`src/rtl/qdma_pkg.sv`:
```
package qdma_pkg;
  localparam int REG_W  = 32;
  localparam int PEND_N = 64;
  localparam int CODE_W = 6;

  localparam logic [7:0] OFF_EN_STAT   = 8'h40;
  localparam logic [7:0] OFF_EN_SET    = 8'h44;
  localparam logic [7:0] OFF_EN_CLR    = 8'h48;
  localparam logic [7:0] OFF_SEC_STAT  = 8'h50;
  localparam logic [7:0] OFF_SEC_CLR   = 8'h54;
  localparam logic [7:0] OFF_MISS_STAT = 8'h58;
  localparam logic [7:0] OFF_MISS_CLR  = 8'h5C;
  localparam logic [7:0] OFF_PEND_LO   = 8'h60;
  localparam logic [7:0] OFF_PEND_HI   = 8'h64;
  localparam logic [7:0] OFF_PCLR_LO   = 8'h68;
  localparam logic [7:0] OFF_PCLR_HI   = 8'h6C;
endpackage

```
`src/rtl/qdma_regif.sv`:
```
module qdma_regif
  import qdma_pkg::*;
#(
  parameter int NUM_CH  = 8,
  parameter int ADDR_W  = 16,
  parameter int SLOT_W  = 9,
  parameter int SLOT_SH = 5,
  parameter int WORD_W  = 3
) (
  input  logic                             clk,
  input  logic                             rst_n,
  input  logic                             reg_wr_i,
  input  logic [ADDR_W-1:0]                reg_addr_i,
  input  logic [REG_W-1:0]                 reg_wdata_i,
  output logic [REG_W-1:0]                 reg_rdata_o,
  input  logic [NUM_CH-1:0]                en_q_i,
  input  logic [NUM_CH-1:0]                sec_q_i,
  input  logic [NUM_CH-1:0]                miss_q_i,
  input  logic [PEND_N-1:0]                pend_q_i,
  output logic [NUM_CH-1:0][SLOT_W-1:0]    map_slot_o,
  output logic [NUM_CH-1:0][WORD_W-1:0]    map_word_o,
  output logic [NUM_CH-1:0]                en_set_o,
  output logic [NUM_CH-1:0]                en_clr_o,
  output logic [NUM_CH-1:0]                sec_clr_o,
  output logic [NUM_CH-1:0]                miss_clr_o,
  output logic [PEND_N-1:0]                pend_clr_o
);
  localparam int HALF = PEND_N / 2;

  logic       page_ok;
  logic [7:0] off;
  logic [NUM_CH-1:0] map_we;

  assign page_ok = (reg_addr_i[ADDR_W-1:8] == '0);
  assign off     = reg_addr_i[7:0];

  // write strobes for the set and clear registers
  always_comb begin
    en_set_o   = '0;
    en_clr_o   = '0;
    sec_clr_o  = '0;
    miss_clr_o = '0;
    pend_clr_o = '0;
    if (reg_wr_i && page_ok) begin
      unique case (off)
        OFF_EN_SET:   en_set_o   = reg_wdata_i[NUM_CH-1:0];
        OFF_EN_CLR:   en_clr_o   = reg_wdata_i[NUM_CH-1:0];
        OFF_SEC_CLR:  sec_clr_o  = reg_wdata_i[NUM_CH-1:0];
        OFF_MISS_CLR: miss_clr_o = reg_wdata_i[NUM_CH-1:0];
        OFF_PCLR_LO:  pend_clr_o[HALF-1:0]      = reg_wdata_i[HALF-1:0];
        OFF_PCLR_HI:  pend_clr_o[PEND_N-1:HALF] = reg_wdata_i[HALF-1:0];
        default: ;
      endcase
    end
  end

  // per-channel map registers
  for (genvar i = 0; i < NUM_CH; i++) begin : g_map
    logic [SLOT_W-1:0] slot_q, slot_d;
    logic [WORD_W-1:0] word_q, word_d;

    assign map_we[i] = reg_wr_i && page_ok && (off == 8'(i * 4));

    always_comb begin
      slot_d = reg_wdata_i[SLOT_SH +: SLOT_W];
      word_d = reg_wdata_i[2 +: WORD_W];
    end

    always_ff @(posedge clk or negedge rst_n) begin
      if (!rst_n) begin
        slot_q <= '0;
        word_q <= '0;
      end else if (map_we[i]) begin
        slot_q <= slot_d;
        word_q <= word_d;
      end
    end

    assign map_slot_o[i] = slot_q;
    assign map_word_o[i] = word_q;
  end

  // read mux
  always_comb begin
    reg_rdata_o = '0;
    if (page_ok) begin
      unique case (off)
        OFF_EN_STAT:   reg_rdata_o = REG_W'(en_q_i);
        OFF_SEC_STAT:  reg_rdata_o = REG_W'(sec_q_i);
        OFF_MISS_STAT: reg_rdata_o = REG_W'(miss_q_i);
        OFF_PEND_LO:   reg_rdata_o = pend_q_i[HALF-1:0];
        OFF_PEND_HI:   reg_rdata_o = pend_q_i[PEND_N-1:HALF];
        default: begin
          for (int i = 0; i < NUM_CH; i++) begin
            if (off == 8'(i * 4)) begin
              reg_rdata_o = (REG_W'(map_slot_o[i]) << SLOT_SH) |
                            (REG_W'(map_word_o[i]) << 2);
            end
          end
        end
      endcase
    end
  end
endmodule

```
`src/rtl/qdma_trig_match.sv`:
```
module qdma_trig_match #(
  parameter int          NUM_CH  = 8,
  parameter int          ADDR_W  = 16,
  parameter int          SLOT_W  = 9,
  parameter int          SLOT_SH = 5,
  parameter int          WORD_W  = 3,
  parameter logic [15:0] PR_BASE = 16'h4000
) (
  input  logic                          pr_wr_i,
  input  logic [ADDR_W-1:0]             pr_addr_i,
  input  logic [NUM_CH-1:0][SLOT_W-1:0] map_slot_i,
  input  logic [NUM_CH-1:0][WORD_W-1:0] map_word_i,
  output logic [NUM_CH-1:0]             hit_o
);
  localparam int WIN_LSB = SLOT_SH + SLOT_W;
  localparam int WIN_W   = ADDR_W - WIN_LSB;
  localparam logic [WIN_W-1:0] WIN_TAG = WIN_W'(PR_BASE >> WIN_LSB);

  logic              in_win;
  logic [SLOT_W-1:0] a_slot;
  logic [WORD_W-1:0] a_word;
  logic              unused_lo;

  assign in_win    = pr_wr_i && (pr_addr_i[ADDR_W-1:WIN_LSB] == WIN_TAG);
  assign a_slot    = pr_addr_i[SLOT_SH +: SLOT_W];
  assign a_word    = pr_addr_i[2 +: WORD_W];
  assign unused_lo = ^pr_addr_i[1:0];

  for (genvar i = 0; i < NUM_CH; i++) begin : g_cmp
    logic bound;
    assign bound    = |{map_slot_i[i], map_word_i[i]};
    assign hit_o[i] = in_win && bound &&
                      (a_slot == map_slot_i[i]) && (a_word == map_word_i[i]);
  end
endmodule

```
`src/rtl/qdma_chan_flags.sv`:
```
module qdma_chan_flags #(
  parameter int NUM_CH = 8
) (
  input  logic              clk,
  input  logic              rst_n,
  input  logic [NUM_CH-1:0] hit_i,
  input  logic [NUM_CH-1:0] en_set_i,
  input  logic [NUM_CH-1:0] en_clr_i,
  input  logic [NUM_CH-1:0] sec_clr_i,
  input  logic [NUM_CH-1:0] miss_clr_i,
  input  logic [NUM_CH-1:0] ack_i,
  output logic [NUM_CH-1:0] en_o,
  output logic [NUM_CH-1:0] sec_o,
  output logic [NUM_CH-1:0] miss_o,
  output logic [NUM_CH-1:0] req_o
);
  logic [NUM_CH-1:0] en_q, en_d, sec_q, sec_d, miss_q, miss_d, req_q, req_d;
  logic [NUM_CH-1:0] fire, busy;

  always_comb begin
    fire   = hit_i & en_q & ~sec_q;
    busy   = hit_i & en_q & sec_q;
    en_d   = (en_q | en_set_i) & ~en_clr_i;
    sec_d  = fire | (sec_q & ~(ack_i | sec_clr_i));
    miss_d = busy | (miss_q & ~miss_clr_i);
    req_d  = fire;
  end

  always_ff @(posedge clk or negedge rst_n) begin
    if (!rst_n) begin
      en_q   <= '0;
      sec_q  <= '0;
      miss_q <= '0;
      req_q  <= '0;
    end else begin
      en_q   <= en_d;
      sec_q  <= sec_d;
      miss_q <= miss_d;
      req_q  <= req_d;
    end
  end

  assign en_o   = en_q;
  assign sec_o  = sec_q;
  assign miss_o = miss_q;
  assign req_o  = req_q;

  for (genvar i = 0; i < NUM_CH; i++) begin : g_chk

    req_holds_sec_chk: assert property (@(posedge clk) disable iff (!rst_n)
      req_q[i] |-> sec_q[i]);

    req_one_cycle_chk: assert property (@(posedge clk) disable iff (!rst_n)
      req_q[i] |=> !req_q[i]);

    busy_trig_missed_chk: assert property (@(posedge clk) disable iff (!rst_n)
      (hit_i[i] && en_q[i] && sec_q[i]) |=> (miss_q[i] && !req_q[i]));

    disabled_no_req_chk: assert property (@(posedge clk) disable iff (!rst_n)
      (hit_i[i] && !en_q[i]) |=> !req_q[i]);

    ack_clears_sec_chk: assert property (@(posedge clk) disable iff (!rst_n)
      (ack_i[i] && !hit_i[i]) |=> !sec_q[i]);
  end
endmodule

```
`src/rtl/qdma_done_pend.sv`:
```
module qdma_done_pend
  import qdma_pkg::*;
(
  input  logic              clk,
  input  logic              rst_n,
  input  logic              done_valid_i,
  input  logic [CODE_W-1:0] done_code_i,
  input  logic [PEND_N-1:0] clr_i,
  output logic [PEND_N-1:0] pend_o
);
  logic [PEND_N-1:0] pend_q, pend_d, set_vec;
  logic              upd;

  always_comb begin
    set_vec = '0;
    if (done_valid_i) set_vec[done_code_i] = 1'b1;
    pend_d = (pend_q & ~clr_i) | set_vec;
    upd    = done_valid_i | (|clr_i);
  end

  always_ff @(posedge clk or negedge rst_n) begin
    if (!rst_n)   pend_q <= '0;
    else if (upd) pend_q <= pend_d;
  end

  assign pend_o = pend_q;


  done_sets_pend_chk: assert property (@(posedge clk) disable iff (!rst_n)
    done_valid_i |=> pend_q[$past(done_code_i)]);
endmodule

```
`src/rtl/qdma_trigger_ctrl.sv`:
```
module qdma_trigger_ctrl
  import qdma_pkg::*;
#(
  parameter int          NUM_CH     = 8,
  parameter int          ADDR_W     = 16,
  parameter int          SLOT_CNT   = 512,
  parameter int          SLOT_BYTES = 32,
  parameter logic [15:0] PR_BASE    = 16'h4000
) (
  input  logic              clk,
  input  logic              rst_n,
  input  logic              reg_wr,
  input  logic [ADDR_W-1:0] reg_addr,
  input  logic [REG_W-1:0]  reg_wdata,
  output logic [REG_W-1:0]  reg_rdata,
  input  logic              pr_wr,
  input  logic [ADDR_W-1:0] pr_addr,
  output logic [NUM_CH-1:0] xfer_req,
  input  logic [NUM_CH-1:0] xfer_ack,
  input  logic              done_valid,
  input  logic [CODE_W-1:0] done_code
);
  localparam int SLOT_W  = $clog2(SLOT_CNT);
  localparam int SLOT_SH = $clog2(SLOT_BYTES);
  localparam int WORD_W  = SLOT_SH - 2;

  logic [1:0] rst_sync_q;
  logic       rst_n_int;

  // asynchronous assertion, synchronous release
  always_ff @(posedge clk or negedge rst_n) begin
    if (!rst_n) rst_sync_q <= 2'b00;
    else        rst_sync_q <= {rst_sync_q[0], 1'b1};
  end
  assign rst_n_int = rst_sync_q[1];

  logic [NUM_CH-1:0][SLOT_W-1:0] map_slot;
  logic [NUM_CH-1:0][WORD_W-1:0] map_word;
  logic [NUM_CH-1:0] en_set, en_clr, sec_clr, miss_clr;
  logic [NUM_CH-1:0] en_q, sec_q, miss_q, hit;
  logic [PEND_N-1:0] pend_q, pend_clr;

  qdma_regif #(
    .NUM_CH(NUM_CH), .ADDR_W(ADDR_W), .SLOT_W(SLOT_W),
    .SLOT_SH(SLOT_SH), .WORD_W(WORD_W)
  ) u_regif (
    .clk(clk), .rst_n(rst_n_int),
    .reg_wr_i(reg_wr), .reg_addr_i(reg_addr), .reg_wdata_i(reg_wdata),
    .reg_rdata_o(reg_rdata),
    .en_q_i(en_q), .sec_q_i(sec_q), .miss_q_i(miss_q), .pend_q_i(pend_q),
    .map_slot_o(map_slot), .map_word_o(map_word),
    .en_set_o(en_set), .en_clr_o(en_clr), .sec_clr_o(sec_clr),
    .miss_clr_o(miss_clr), .pend_clr_o(pend_clr)
  );

  qdma_trig_match #(
    .NUM_CH(NUM_CH), .ADDR_W(ADDR_W), .SLOT_W(SLOT_W),
    .SLOT_SH(SLOT_SH), .WORD_W(WORD_W), .PR_BASE(PR_BASE)
  ) u_match (
    .pr_wr_i(pr_wr), .pr_addr_i(pr_addr),
    .map_slot_i(map_slot), .map_word_i(map_word), .hit_o(hit)
  );

  qdma_chan_flags #(.NUM_CH(NUM_CH)) u_flags (
    .clk(clk), .rst_n(rst_n_int), .hit_i(hit),
    .en_set_i(en_set), .en_clr_i(en_clr), .sec_clr_i(sec_clr),
    .miss_clr_i(miss_clr), .ack_i(xfer_ack),
    .en_o(en_q), .sec_o(sec_q), .miss_o(miss_q), .req_o(xfer_req)
  );

  qdma_done_pend u_pend (
    .clk(clk), .rst_n(rst_n_int),
    .done_valid_i(done_valid), .done_code_i(done_code),
    .clr_i(pend_clr), .pend_o(pend_q)
  );
endmodule

```
`config.mk`:
```
export PLATFORM = sky130hd
export DESIGN_NAME = qdma_trigger_ctrl
export DESIGN_NICKNAME = d
export VERILOG_FILES = /design/src/rtl/qdma_pkg.sv /design/src/rtl/qdma_regif.sv /design/src/rtl/qdma_trig_match.sv /design/src/rtl/qdma_chan_flags.sv /design/src/rtl/qdma_done_pend.sv /design/src/rtl/qdma_trigger_ctrl.sv
export SDC_FILE = /design/constraint.sdc
export NUM_CORES = 1
export LEC_CHECK = 0
export BUFFER_PORTS_ARGS = -buffer_cell sky130_fd_sc_hd__buf_2
export CAP_MARGIN = 20
export CORE_MARGIN = 8
export CORE_UTILIZATION = 50
export DETAILED_ROUTE_END_ITERATION = 10
export PLACE_DENSITY_LB_ADDON = 0.2
export SYNTH_ARGS = -nofsm -noshare
export SYNTH_HDL_FRONTEND = slang
export SYNTH_SLANG_ARGS = --single-unit
export TNS_END_PERCENT = 50
```
`constraint.sdc`:
```
create_clock -name clk -period 18 [get_ports clk]
set_clock_uncertainty 0.1 [all_clocks]
set_input_delay 0.9 -clock clk [delete_from_list [all_inputs] [get_ports clk]]
set_output_delay 0.9 -clock clk [all_outputs]
set_load 0.01 [all_outputs]
```
# Yosys cells after proc, flatten, opt, wreduce, memory -nomap -nowiden
# Index checks and enable logic that the tools add are counted.
[word_totals] register_bits=194 input_bits=83 out_inout_bits=40 elab_cells=155
[classes] magnitude_cmp=2 n_eq_ne=35 mux=24 n_bitwise=26 n_reduce_logical=46
[ops] op="$mux 32" count=11
[ops] op="$pmux 32 s5" count=1
[ops] op="$mux 64" count=2
[ops] op="$or 14x5->14" count=8
[ops] op="$reduce_or 12->1" count=8
[ops] op="$eq 8x7->1 const B" count=11
[ops] op="$eq 9x9->1" count=8
[ops] op="$and 64x64->64" count=1
[ops] op="$mux 8" count=8
[ops] op="$not 64->64" count=1
[ops] op="$or 64x64->64" count=1
[ops] op="$reduce_or 64->1" count=1
[ops] op="$and 8x8->8" count=6
[ops] op="$logic_and 1x1->1" count=35
[ops] op="$eq 8x5->1 const B" count=4
[ops] op="$not 8->8" count=4
[ops] op="$or 8x8->8" count=4
[ops] op="$eq 3x3->1" count=8
[ops] op="$eq 8x4->1 const B" count=2
[ops] op="$logic_not 8->1" count=2
[ops] op="$eq 8x3->1 const B" count=1
[ops] op="$lt 6x7->1 const B" count=1
[ops] op="$demux 1 s6" count=1
[ops] op="$ge 6x1->1 const B" count=1
[ops] op="other kinds (3)" count=3

# Longest topological paths before layout
# Gate-level depths: netlist (run 1).
[depth] depth_word=11 mapped_depth=8 ltp_nobuf=5

# Cells and area by module
# Synthesis (run 1) repeated with hierarchy kept, for this count alone.
[hier_totals] cells_unflattened=1115 area_unflattened_um2=11314.6
[by_module_without_submodules] mod="qdma_regif" instances=1 cells_per_inst=604 area_per_inst_um2=6127.1 seq_area_each_um2=2402.3
[by_module_without_submodules] mod="qdma_done_pend" instances=1 cells_per_inst=230 area_per_inst_um2=2571.2 seq_area_each_um2=1601.5
[by_module_without_submodules] mod="qdma_trig_match" instances=1 cells_per_inst=174 area_per_inst_um2=1431.4 seq_area_each_um2=0.0
[by_module_without_submodules] mod="qdma_chan_flags" instances=1 cells_per_inst=104 area_per_inst_um2=1131.1 seq_area_each_um2=800.8
[by_module_without_submodules] mod="qdma_trigger_ctrl" instances=1 cells_per_inst=3 area_per_inst_um2=53.8 seq_area_each_um2=50.0

# Worst setup path after synthesis (run 1)
# No wires, ideal clock.
[synth_path] path_kind="input -> output" start="input port reg_addr[5]" end="output port reg_rdata[9]" arrival_time_ns=2.598 t_required_ns=17.000 path_slack_ns=14.402 stages=8 path_buffers=3 path_cell_list="buf_6 -> or4_1 -> buf_4 -> nor3_4 -> buf_6 -> o211ai_1 -> o2bb2ai_1 -> a311oi_1"
[synth_between] elab_chain_len=11 elab_cells_between_ends=23 classes_between="eq/ne: 12; mux: 10; reduce/logical: 1"
[synth_rtl] item="start: declaration" line="qdma_trigger_ctrl.sv:13" rtl="input logic [ADDR_W-1:0] reg_addr,"
[synth_rtl] item="$logic_not 8->1" line="qdma_regif.sv:95" rtl="if (off == 8'(i * 4)) begin"
[synth_rtl] item="$mux 32 (8 in a row)" line="qdma_regif.sv:95"
[synth_rtl] item="$pmux 32 s5 *" line="qdma_regif.sv:87" rtl="unique case (off)"
[synth_rtl] item="$mux 32 *" line="qdma_regif.sv:86" rtl="if (page_ok) begin"
[synth_rtl] item="end: declaration" line="qdma_trigger_ctrl.sv:15" rtl="output logic [REG_W-1:0] reg_rdata,"
# Every way passes the cells marked *; elsewhere a longest branch is shown, timed or not.

# Worst setup path after layout (run 1)
[layout_path] start="input port reg_addr[2]" end="output port reg_rdata[3]"
# Same word-level chain as after synthesis.

==> flow_summary.ini, run 1 <==
[critical_path]
crit_family = simple AND/OR/NAND/NOR gates
reg2reg_setup_slack_ns = 15.75
worstSetupPathType = in -> out
worstPathCellList = buf_2 > or4b_1 > nor2_4 > a2bb2oi_1 > o211a_1 > a311oi_2 > buf_2
startpoint_type = input port
slowest_delay_ns = 0.91
r2r-start = rst_sync_q[1]
rr_worst_depth = 2
worstPathRequired_ns = 17.00
r2r_end = u_pend.pend_o[26]
worst-path-buf-inv = 2
worst_ep_arrival_time_ns = 4.29
cp_common_cell = buf_2
cpMaxStageDelayCell = or4b_1
critPathCaptureType = output pin
crit_fanout = 38

[floorplanning]
num_rows = 54
die_w_um = 163.3
ios = 123
die_area_um2 = 26660
fp.dieH_um = 163.3
start_util = 0.5033
coreArea_um2 = 21550

[sta]
tightest_slew_ns = 1.021
slew_headroom = 0.3153
fin_crit_sh = 0.2937
setup_tns_ns = 0
slew_violations = 0
finalCriticalPeriod_ns = 5.287
grt_setup_unrepaired = false
hold_violations = 0
setup_viol = 0
max_freq_mhz = 189.2

[flow_run]
maxCapViolCount = 0

[placement]
dp_cells = 1340
port_buffers = 120
gp_congestion = 0.9758
hpwlAfterDp_um = 24530
placed_area_um2 = 11470

[clock_tree]
cts_hold_buf = 0
cts_setup_buffers = 0
cts_tree = built
clk_pin_slew_ns = 0.07
htreeDepth = 4
cts_buffers = 17
cts_resized = 0
worstSkewPairLatency_ns = 0.44
clock-sinks = 194
root_buffer = clkbuf_16
cts_buffer_depth = 2

[yosys]
synth_ff_type = dfrtp_1
ys_warn_count = 0
synth.distinct_cells = 66
syn-cell-area_um2 = 10850
synth-seq-area-share = 0.4476
synth_edf_count = 0
synth_cells = 1009
async_flop_share = 1.000
syn_area_per_cell_um2 = 10.75
synth_nets = 1092
ys_ff_latch = 194

[drt]
postRouteAntennaNets = 0
drt-total-wl_um = 34960
viasPerCell = 6.466
wl_per_cell_um = 25.44
drt_iter0_drc = 976
first_pass_iters = 6
route.detailed.drc = 0
vias = 8884

[final_layout]
fin_area_um2 = 12150
drive_above_1_share = 0.2699
final.fill_count = 1877
regArea_um2 = 4858
final_cells = 1374
syn_to_final_growth_pct = 11.98
multiInputGateArea_um2 = 5537
finalNetCount = 1163
final_common_cell = dfrtp_1
layout_common_cells = 193 x dfrtp_1, 120 x buf_2, 87 x mux2_2

[global_route]
grt_usage = 0.2649
grt_pass1_vias = 8642
grt_max_degree = 77
grt_overflow = 0
antenna_found_initial = 1
grt_pass1_wl_um = 53670

[power]
p_leak_nw = 5.253
powerDensity_nw_per_um2 = 82.25
ir_drop_mv = 0.06728
report.power.total_mw = 0.9990

[run_status]
status = complete, no violations

[min_path]
worstHoldPathType = in -> async
cells in the mapped netlist (all sizes together) (11+ instances only):
cell | instances | area, um2
dfrtp | 194 | 4855
mux2 | 101 | 1175
nand2 | 83 | 311.6
xnor2 | 64 | 560.5
o2bb2ai | 62 | 543.0
buf | 47 | 291.5
nor2 | 40 | 193.9
o21ai | 40 | 200.2
nor4 | 36 | 246.5
clkbuf | 31 | 116.4
nor3 | 31 | 217.7
xor2 | 31 | 271.5
a21oi | 25 | 125.1
a22oi | 24 | 180.2
nand4 | 24 | 150.1
inv | 16 | 60.06
mux2i | 14 | 140.1
a22o | 13 | 113.9
a211o | 12 | 105.1
a222oi | 12 | 120.1
o22ai | 11 | 68.82
cell type report:
| cell class | count | share of cell area |
|---|---|---|
| inverter | 16 | 0.004944 |
| antenna | 1 | 0.0002060 |
| clock inverter | 12 | 0.01597 |
| multi-input combinational | 721 | 0.4558 |
| clock buffer | 20 | 0.03760 |
| sequential | 194 | 0.4000 |
| timing repair buffer | 130 | 0.05665 |
| tap | 280 | 0.02884 |
metal layers:
layer,vias to the layer above,global-route usage,part of all wire
met5,-,0,0
met4,0,0.1122,0.038
met3,69,0.04385,0.082
met2,432,0.3911,0.45
met1,4470,0.3784,0.43
li1,3913,-,-
where the power goes:
| part | internal, mW | leakage (nW) | switching (mW) | total, mW |
|---|---|---|---|---|
| clock | 0.244 | 0.319 | 0.180 | 0.424 |
| combinational | 0.0388 | 2.32 | 0.0549 | 0.0937 |
| sequential | 0.463 | 2.61 | 0.0182 | 0.482 |
sequential cells by signal, summed over array words and instances (netlist names):
signal / flops
u_regif.g_map.slot_q: 72
u_pend.pend_o: 64
u_regif.g_map.word_q: 24
u_flags.en_o: 8
u_flags.miss_o: 8
u_flags.req_o: 8
u_flags.sec_o: 8
rst_sync_q: 2
worst max path at each step:
| stage | start | depth (start not counted) | end |
|---|---|---|---|
| floorplan | rst_sync_q[1] | 0 | u_flags.en_o[0] |
| global placement | reg_addr[2] | 7 | reg_rdata[3] |
| detailed placement | reg_addr[2] | 7 | reg_rdata[3] |
| CTS | reg_addr[2] | 7 | reg_rdata[3] |
| global route | reg_addr[2] | 7 | reg_rdata[3] |
| finish | reg_addr[2] | 7 | reg_rdata[3] |
through the flow:
step	hold WS [ns]	setup slack, ns	utilization
3_3_place_gp	0.2372	12.82	0.5323
6_report	0.1349	12.71	0.5636
5_1_grt	0.1216	12.63	0.5636
2_1_floorplan	0.2312	12.09	-
3_5_place_dp	0.2418	12.81	0.5323
4_1_cts	0.1241	12.79	0.5625
kinds of logic after synthesis:
| kind of cell | Yosys count | share of synthesized area |
|---|---|---|
| other | 1 | 0.0003457 |
| xor gates and xnor gates | 95 | 0.07671 |
| buffers and inverters | 94 | 0.04314 |
| AOI/OAI and AO/OA | 240 | 0.1714 |
| muxes | 115 | 0.1212 |
| DFF | 194 | 0.4476 |
| and+or+nand+nor | 270 | 0.1396 |
Power figures use the tool's default switching activity.
==> run 2: changes to the inputs <==
clock period = 5.45 ns   (was 18 ns; I/O delays follow)
==> run 2 against run 1 <==
Compared with the run above: highest routed layer unchanged; largest power group unchanged; global-route usage shrank 0.24 points; power rose to 3.2 times the previous value; die area did not move; first-iteration DRC count up 8.1%; via count fell by 0.74%; non-clock buffer count grew 5; cell count up 0.29%; register-to-register slack lost 12 ns; count of clock-buffer cells in the layout fell by 3; critical path depth stayed put; hold slack got worse by 0.13 ns; core utilization up 0.075 points.
==> flow_summary.ini, run 2 (same netlist as run 1, synthesis figures left out) <==
[placement]
port_buffers = 120
gp_congestion = 0.9428
hpwlAfterDp_um = 24380

[sta]
max_freq_mhz = 253.0
setup_viol = 0
slew_violations = 0
setup_tns_ns = 0
tightest_slew_ns = 1.044
fin_crit_sh = 0.7252
slew_headroom = 0.3042
finalCriticalPeriod_ns = 3.952
grt_setup_unrepaired = false
hold_violations = 0

[global_route]
grt_usage = 0.2625
antenna_found_initial = 0
met3_usage = 0.04108
met2_usage = 0.4006
met1_usage = 0.3722
busiest_layer = met2
grt_pass1_wl_um = 53070
grt_overflow = 0
grt_pass1_vias = 8628
grt_max_degree = 193

[run_status]
status = complete, no violations

[clock_tree]
cts_buffers = 17
clk_pin_slew_ns = 0.08
cts_buffer_depth = 2
root_buffer = clkbuf_16
worstSkewPairLatency_ns = 0.44
clock-sinks = 194
htreeDepth = 4
cts_tree = built
cts_setup_buffers = 0

[floorplanning]
ios = 123
coreArea_um2 = 21550
num_rows = 54
die_w_um = 163.3
start_util = 0.5033
fp.dieH_um = 163.3
die_area_um2 = 26660

[final_layout]
drive_above_1_share = 0.2678
syn_to_final_growth_pct = 12.14
regMostFlops = u_regif.g_map.slot_q
final.fill_count = 1919
layout_common_cells = 193 x dfrtp_1, 120 x buf_2, 87 x mux2_2
largest_register_ffs = 72
finalNetCount = 1168
final_common_cell = dfrtp_1
antennaDiodeCount = 0

[drt]
route.detailed.drc = 0
wl_per_cell_um = 25.35
first_pass_iters = 5
drt-total-wl_um = 34930
drt_iter0_drc = 1055
postRouteAntennaNets = 0
viasPerCell = 6.399
vias = 8818

[flow_run]
maxCapViolCount = 0

[critical_path]
slowest_delay_ns = 0.90
worstSetupPathType = in -> out
worstPathRequired_ns = 5.08
reg2reg_setup_slack_ns = 3.32
critPathCaptureType = output pin
startpoint_type = input port
worstPathCellList = buf_2 > or4b_1 > nor2_4 > a2bb2oi_1 > o211a_1 > a311oi_2 > buf_2
worst_ep_arrival_time_ns = 3.58
crit_family = simple AND/OR/NAND/NOR gates
cp_common_cell = buf_2
cpMaxStageDelayCell = or4b_1
worst-path-buf-inv = 2
crit_fanout = 38

[min_path]
worstHoldPathType = in -> reg

[power]
report.power.total_mw = 3.209
ir_drop_mv = 0.2005
powerDensity_nw_per_um2 = 263.8
p_leak_nw = 5.248
## run 2: changes by cell type in the layout (fill, tap and decap cells not counted), moves of 3 or more
cell | before | now
bufinv_16 | 4 | 1
clkinv_8 | 1 | 4
dlygate4sd3_1 | 0 | 7
inv_8 | 0 | 5
## run 2: path summary, 6_finish.rpt
check | end | start | cells past startpoint
max | reg_rdata[6] | reg_addr[2] | 7
min | u_pend.pend_o[57] | reg_wdata[25] | 3
max reg2reg | u_flags.sec_o[4] | u_regif.g_map[4].slot_q[7] | 4
min reg2reg | rst_sync_q[1] | rst_sync_q[0] | 0
max in group asynchronous | u_flags.miss_o[3] | rst_sync_q[1] | 1
min in group asynchronous | rst_sync_q[1] | rst_n | 2
## run 2: worst register-to-register path, stage by stage (launching register included)
cell and delay (ns):
dfrtp_1 0.42, xor2_1 0.17, nor4_1 0.66, nand4_1 0.40, o21ai_0 0.29
## run 2: area by class of cell
| cell class | instances | area [um2] | area share |
|---|---|---|---|
| clock buffer | 17 | 425.4 | 0.03498 |
| clock inverter | 15 | 188.9 | 0.01553 |
| inverter | 16 | 60.06 | 0.004938 |
| tap | 280 | 350.3 | 0.02880 |
| sequential | 194 | 4858 | 0.3994 |
| timing repair buffer | 135 | 743.2 | 0.06110 |
| multi-input combinational | 721 | 5537 | 0.4552 |
## run 2: metal layers
layer | wire length [um] | share of wire | vias to the layer above
li1 | - | - | 3922
met1 | 15480 | 0.44 | 4420
met2 | 15560 | 0.45 | 408
met3 | 2715 | 0.078 | 68
met4 | 1165 | 0.033 | 0
met5 | 0 | 0 | -
## run 2: metrics by stage
stage | hold WS, ns | setup WS [ns] | instances | utilization | cell area, um2
floorplan | -0.1231 | 2.152 | 1009 | - | 10850
detailed placement | -0.03909 | 1.586 | 1339 | 0.5326 | 11480
global route | 0.004189 | 1.359 | 1378 | 0.5643 | 12160
CTS | 0.0003219 | 1.569 | 1378 | 0.5643 | 12160
finish | 0.007230 | 1.498 | 1378 | 0.5643 | 12160
global placement | -0.04224 | 1.614 | 1339 | 0.5326 | 11480
## run 2: repair_timing
action,in CTS,in global routing
hold buffers,7,0
gates resized for setup,0,0
endpoints found under the hold margin,9,0
## run 2: power breakdown
part	total, mW	leakage, nW	internal (mW)	switching (mW)
registers	1.58	2.61	1.53	0.0548
clock network	1.31	0.295	0.664	0.642
logic	0.318	2.34	0.130	0.187
total	3.21	5.25	2.32	0.885
